===== src/rtl/regport_pkg.sv =====
package regport_pkg;
    typedef enum logic [1:0] {
        ST_IDLE = 2'd0,
        ST_SEND = 2'd1,
        ST_RECV = 2'd2
    } seq_state_t;

    typedef struct packed {
        seq_state_t  st;
        logic [3:0]  idx;
        logic        gap;
        logic        wr;
        logic [31:0] addr;
        logic [31:0] wdata;
        logic        done;
        logic        tmo;
        logic [31:0] rdata;
    } seq_regs_t;

    localparam logic [7:0] OP_WRITE = 8'h00;
    localparam logic [7:0] OP_READ  = 8'h01;
endpackage


===== src/rtl/regport_timer.sv =====
module regport_timer #(
    parameter int LIMIT = 4
) (
    input  logic clk,
    input  logic rst_n,
    input  logic clear,
    input  logic count,
    output logic expired
);
    localparam int W = $clog2(LIMIT + 1);

    logic [W-1:0] cnt_q, cnt_d;

    always_comb begin
        cnt_d = cnt_q;
        if (clear)      cnt_d = '0;
        else if (count) cnt_d = cnt_q + 1'b1;
    end

    always_ff @(posedge clk or negedge rst_n) begin
        if (!rst_n) cnt_q <= '0;
        else        cnt_q <= cnt_d;
    end

    assign expired = (cnt_q == W'(LIMIT - 1));


    timer_range_chk: assert property (@(posedge clk) disable iff (!rst_n)
        cnt_q <= W'(LIMIT - 1));
endmodule


===== src/rtl/regport_rxword.sv =====
module regport_rxword #(
    parameter int WORD_W = 32
) (
    input  logic              clk,
    input  logic              rst_n,
    input  logic              clear,
    input  logic              shift,
    input  logic [7:0]        byte_in,
    output logic [WORD_W-1:0] word
);
    logic [WORD_W-1:0] word_q, word_d;

    always_comb begin
        word_d = word_q;
        if (clear)      word_d = '0;
        else if (shift) word_d = {byte_in, word_q[WORD_W-1:8]};
    end

    always_ff @(posedge clk or negedge rst_n) begin
        if (!rst_n) word_q <= '0;
        else        word_q <= word_d;
    end

    assign word = word_q;
endmodule


===== src/rtl/regport_seq.sv =====
module regport_seq
    import regport_pkg::*;
#(
    parameter int CLK_HZ   = 100_000_000,
    parameter int TX_LIMIT = 2 * CLK_HZ,
    parameter int RX_LIMIT = CLK_HZ
) (
    input  logic        clk,
    input  logic        rst_n,
    input  logic        req_valid,
    output logic        req_ready,
    input  logic        req_write,
    input  logic [31:0] req_addr,
    input  logic [31:0] req_wdata,
    output logic [31:0] rsp_rdata,
    output logic        rsp_done,
    output logic        rsp_timeout,
    input  logic        tx_empty,
    output logic [7:0]  tx_data,
    output logic        tx_strobe,
    input  logic        rx_full,
    input  logic [7:0]  rx_data,
    output logic        rx_strobe
);
    localparam logic [3:0] LAST_WR = 4'd8;
    localparam logic [3:0] LAST_RD = 4'd4;
    localparam logic [3:0] LAST_RX = 4'd3;

    seq_regs_t q, d;
    logic tmr_clr, tx_cnt, rx_cnt, tx_exp, rx_exp, asm_clr;
    logic [31:0] asm_word;
    logic [31:0] sel_word;
    logic [1:0]  lane;

    regport_timer #(.LIMIT(TX_LIMIT)) u_tx_tmr (
        .clk(clk), .rst_n(rst_n), .clear(tmr_clr), .count(tx_cnt), .expired(tx_exp));

    regport_timer #(.LIMIT(RX_LIMIT)) u_rx_tmr (
        .clk(clk), .rst_n(rst_n), .clear(tmr_clr), .count(rx_cnt), .expired(rx_exp));

    regport_rxword #(.WORD_W(32)) u_asm (
        .clk(clk), .rst_n(rst_n), .clear(asm_clr), .shift(rx_strobe),
        .byte_in(rx_data), .word(asm_word));

    // byte lane of the current outgoing word
    always_comb begin
        lane     = 2'(q.idx - 4'd1);
        sel_word = (q.idx <= 4'd4) ? q.addr : q.wdata;
        if (q.idx == 4'd0) tx_data = q.wr ? OP_WRITE : OP_READ;
        else               tx_data = sel_word[lane*8 +: 8];
    end

    always_comb begin
        d         = q;
        d.done    = 1'b0;
        d.tmo     = 1'b0;
        tx_strobe = 1'b0;
        rx_strobe = 1'b0;
        tx_cnt    = 1'b0;
        rx_cnt    = 1'b0;
        tmr_clr   = 1'b0;
        asm_clr   = 1'b0;
        unique case (q.st)
            ST_IDLE: begin
                if (req_valid) begin
                    d.st    = ST_SEND;
                    d.idx   = 4'd0;
                    d.gap   = 1'b0;
                    d.wr    = req_write;
                    d.addr  = req_addr;
                    d.wdata = req_wdata;
                    tmr_clr = 1'b1;
                    asm_clr = 1'b1;
                end
            end
            ST_SEND: begin
                if (q.gap) begin
                    d.gap = 1'b0;
                end else if (tx_empty) begin
                    tx_strobe = 1'b1;
                    tmr_clr   = 1'b1;
                    d.gap     = 1'b1;
                    if (q.wr && q.idx == LAST_WR) begin
                        d.st   = ST_IDLE;
                        d.done = 1'b1;
                    end else if (!q.wr && q.idx == LAST_RD) begin
                        d.st  = ST_RECV;
                        d.idx = 4'd0;
                    end else begin
                        d.idx = q.idx + 4'd1;
                    end
                end else if (tx_exp) begin
                    d.st    = ST_IDLE;
                    d.tmo   = 1'b1;
                    d.rdata = '0;
                end else begin
                    tx_cnt = 1'b1;
                end
            end
            ST_RECV: begin
                if (q.gap) begin
                    d.gap = 1'b0;
                end else if (rx_full) begin
                    rx_strobe = 1'b1;
                    tmr_clr   = 1'b1;
                    d.gap     = 1'b1;
                    if (q.idx == LAST_RX) begin
                        d.st    = ST_IDLE;
                        d.done  = 1'b1;
                        d.rdata = {rx_data, asm_word[31:8]};
                    end else begin
                        d.idx = q.idx + 4'd1;
                    end
                end else if (rx_exp) begin
                    d.st    = ST_IDLE;
                    d.tmo   = 1'b1;
                    d.rdata = '0;
                end else begin
                    rx_cnt = 1'b1;
                end
            end
            default: d.st = ST_IDLE;
        endcase
    end

    always_ff @(posedge clk or negedge rst_n) begin
        if (!rst_n) begin
            q       <= '0;
            q.st    <= ST_IDLE;
        end else begin
            q <= d;
        end
    end

    assign req_ready   = (q.st == ST_IDLE);
    assign rsp_rdata   = q.rdata;
    assign rsp_done    = q.done;
    assign rsp_timeout = q.tmo;


    tx_spacing_chk: assert property (@(posedge clk) disable iff (!rst_n)
        tx_strobe |=> !tx_strobe);

    rx_spacing_chk: assert property (@(posedge clk) disable iff (!rst_n)
        rx_strobe |=> !rx_strobe);

    pulse_excl_chk: assert property (@(posedge clk) disable iff (!rst_n)
        !(rsp_done && rsp_timeout));

    done_single_chk: assert property (@(posedge clk) disable iff (!rst_n)
        rsp_done |=> !rsp_done);

    tmo_zero_chk: assert property (@(posedge clk) disable iff (!rst_n)
        rsp_timeout |-> (rsp_rdata == 32'd0 && !tx_strobe && !rx_strobe));

    busy_after_accept_chk: assert property (@(posedge clk) disable iff (!rst_n)
        (req_valid && req_ready) |=> !req_ready);
endmodule


===== config.mk =====
export PLATFORM = sky130hd
export DESIGN_NAME = regport_seq
export DESIGN_NICKNAME = d
export VERILOG_FILES = /design/src/rtl/regport_pkg.sv /design/src/rtl/regport_timer.sv /design/src/rtl/regport_rxword.sv /design/src/rtl/regport_seq.sv
export SDC_FILE = /design/constraint.sdc
export NUM_CORES = 1
export LEC_CHECK = 0
export ABC_AREA = 1
export BUFFER_PORTS_ARGS = -buffer_cell sky130_fd_sc_hd__buf_2
export CAP_MARGIN = 20
export CORE_ASPECT_RATIO = 0.75
export CORE_MARGIN = 4
export CORE_UTILIZATION = 60
export CTS_CLUSTER_DIAMETER = 60
export DETAILED_ROUTE_END_ITERATION = 7
export HOLD_SLACK_MARGIN = 0.02
export PLACE_DENSITY = 0.8
export SLEW_MARGIN = 15
export SYNTH_ARGS = -nofsm -noshare
export SYNTH_HDL_FRONTEND = slang
export SYNTH_SLANG_ARGS = --single-unit
export TNS_END_PERCENT = 20

===== constraint.sdc =====
create_clock -name clk -period 5.75 [get_ports clk]
set_clock_uncertainty 0.15 [all_clocks]
set_input_delay 0.575 -clock clk [delete_from_list [all_inputs] [get_ports clk]]
set_output_delay 0.575 -clock clk [all_outputs]
set_load 0.03 [all_outputs]

==> flow_summary.json <==
{
  "detail-route-antenna-nets": 0,
  "power_density_mw_per_mm2": 364.9,
  "first_pass_iters": 5,
  "syn_nets": 1527,
  "final_layout_size_suffix_gt1_frac": 0.1296,
  "multiInputGateArea_mm2": 0.004663,
  "post-route-util": 0.6684,
  "tightest_slew_ns": 0.9996,
  "ys.warnings.count": 0,
  "floorplan.initialDensity": 0.6101,
  "fillCellCount": 1484,
  "status": "finished, final reports clean",
  "cts.sinks": 185,
  "hold_class": "input port to asynchronous set/reset pin",
  "slew_headroom": 0.3295,
  "cts_tree": "built",
  "max_stage_delay_ns": 0.66,
  "cpMostUsedCell": "nor2_1",
  "path_cells": "inv_1, ha_1, inv_1, nand2_1, nand2_1, o21ai_0, nor2_1, nor2_1, nor2_1, buf_2",
  "fin_nets": 1585,
  "clk_pin_slew_ns": 0.07,
  "vias": 9278,
  "power.share.switching": 0.3981,
  "routed_via_density": 5.372,
  "min_period_ns": 4.362,
  "irDropWorstVdd_uv": 252.0,
  "path_class": "flop to output pin",
  "yosysSeqAreaShare": 0.4509,
  "cp.arrival_ns": 3.64,
  "final_common_cell": "nand2_1",
  "htreeDepth": 4,
  "crit_required_ns": 5.03,
  "grt_setup_unrepaired": "no",
  "clk_path_buf_depth": 2,
  "clock.fmax_ghz": 0.2293,
  "hold_slack_ns": 0.01855,
  "portBuffers": 122,
  "track_usage": 0.2615,
  "dp_slack_ns": 1.964,
  "combinationalPowerShare": 0.291,
  "layout_common_cells": "nand2_1 (531), dfrtp_1 (185), nor2_1 (172)",
  "syn_to_final_growth_pct": 9.555,
  "gp_congestion": 0.9245,
  "hold_viol_final": 0,
  "cts_hold_buf": 0,
  "ys_ff_latch": 185,
  "grt_max_degree": 90,
  "drv_cap": 0,
  "yosysTopAreaCell": "dfrtp_1",
  "grt_util_met3": 0.05637,
  "p_switching_mw": 1.634,
  "leakagePower_nw": 5.755,
  "tns_ns": 0,
  "hpwl_mm": 17.20,
  "drc": 0,
  "final_cells": 1727,
  "tritoncts.num_buffers": 17,
  "die_area_mm2": 0.01929,
  "maxSlewViolCount": 0,
  "critPathLaunchType": "flop",
  "syn-cell-area_mm2": 0.01027,
  "place_inst": 1695,
  "synth_cell_types": 32,
  "routed_wirelength_mm": 25.21,
  "die_h_um": 121.3,
  "synth_top_cell_area_share": 0.4509,
  "register_area_mm2": 0.004629,
  "ioPinCount": 123,
  "finalPower_mw": 4.104,
  "grt_pass1_wl_mm": 41.34,
  "cts-resized-gates": 0,
  "syn_inst": 1441,
  "antenna_found_initial": 1,
  "pwr-share-seq": 0.429,
  "end_kind": "output pin",
  "use_met2": 0.3754,
  "cpMaxStageDelayCell": "nand2_1",
  "globalRouteMet1Util": 0.4042,
  "p_clk_frac": 0.280,
  "period_share": 0.7586,
  "drt_iter0_markers": 919,
  "synth.avg_cell_area_um2": 7.124,
  "final_area_mm2": 0.01125,
  "synth_area_leaders": "dfrtp_1 (45%), nand2_1 (19%), nor2_1 (6.3%), nand3_1 (5.8%), inv_1 (4.1%)",
  "worstSkewPairLatency_ns": 0.44,
  "setup_ws_ns": 1.388,
  "wire_per_inst_um": 14.60,
  "p_int_mw": 2.471,
  "dpl_cell_area_mm2": 0.01068,
  "cp_top_family": "simple AND/OR/NAND/NOR gates",
  "finalSetupViolCount": 0,
  "num_rows": 41,
  "diodes": 0,
  "worstPathMaxFanout": 35,
  "cts-root-buf": "clkbuf_16",
  "grt_pass1_vias": 8307,
  "cts_setup_buffers": 0,
  "crit_buf_inv": 3,
  "die_w_um": 159.0,
  "grt.overflow.total": 0,
  "busiest_layer": "met1",
  "coreArea_mm2": 0.01683
}
cell type report:
type,instances,share of cell area
Timing Repair Buffer,128,0.05907
Sequential cell,185,0.4116
Clock buffer,18,0.03905
Clock inverter,14,0.01179
Multi-Input combinational cell,1048,0.4146
Tap cell,215,0.02392
Inverter,119,0.03994
cells by family (layout without fill, tap and decap cells):
kind of cell,Yosys count,after routing,synth area share
fa+ha+maj,8,8,0.009751
buf+inv,208,279,0.09506
xor+xnor,26,26,0.02218
simple gates,890,890,0.3551
compound gates,124,124,0.06691
flops,185,185,0.4509
layer usage:
metal,up-vias,share of wire
met4,2,0.011
met3,28,0.070
met1,4314,0.49
met5,-,0.00075
li1,4598,-
met2,336,0.43
worst register-to-register path, cell delays in order, from the launching register on:
cell and delay [ns]:
dfrtp_1 0.40, inv_1 0.08, ha_1 0.24, nand2_1 0.14
inv_1 0.07, nand2_1 0.65, clkinv_1 1.00, nand2_1 0.36
o21ai_0 0.17, nand2_1 0.10, inv_1 0.05
worst paths after layout:
kind	slack (ns)	from	cells after the start	to
setup / recovery	1.39	q[100]	10	tx_data[4]
hold / removal	0.02	rst_n	1	u_tx_tmr.cnt_q[6]
setup reg to reg	2.26	q[104]	10	u_asm.word[30]
hold reg to reg	0.32	rsp_rdata[14]	2	rsp_rdata[14]
max in group asynchronous	4.17	rst_n	2	rsp_rdata[0]
min in group clk	0.17	req_wdata[3]	3	q[37]
power groups by stage:
stage                     clock [mW]  combinational [mW]  sequential [mW]
final                           1.15                1.20             1.76
after global routing            1.21                1.34             1.78
after CTS                       1.15                1.19             1.75
after detailed placement           0                1.18             1.76
after global placement             0                1.14             1.77
after floorplan                    0               0.945             1.68
registers in the layout, indices dropped and copies added (netlist names):
name,cells
u_tx_tmr.cnt_q,28
q,72
u_asm.word,24
rsp_timeout,1
rsp_rdata,32
u_rx_tmr.cnt_q,27
rsp_done,1
Yosys cell counts:
| cell | number |
|---|---|
| dfrtp_1 | 185 |
| o21ai_0 | 72 |
| nand2_2 | 5 |
| nor2_2 | 3 |
| buf_4 | 43 |
| o21ai_2 | 2 |
| a31oi_1 | 7 |
| o22ai_1 | 1 |
| a21oi_1 | 11 |
| o211ai_1 | 14 |
| nor2_1 | 172 |
| buf_1 | 5 |
| nor3_1 | 29 |
| xnor2_1 | 1 |
| buf_2 | 7 |
| nor2_4 | 3 |
| or2_2 | 14 |
| nand2_1 | 532 |
| clkinv_2 | 2 |
| clkinv_1 | 2 |
| clkbuf_1 | 31 |
| inv_2 | 3 |
| a21oi_4 | 1 |
| a21boi_1 | 1 |
| buf_6 | 3 |
| o21ai_1 | 15 |
| nand2_4 | 2 |
| xor2_1 | 25 |
| nand4_1 | 11 |
| nand3_1 | 119 |
| ha_1 | 8 |
| inv_1 | 112 |
No activity file was read; power rests on OpenSTA's default activity.
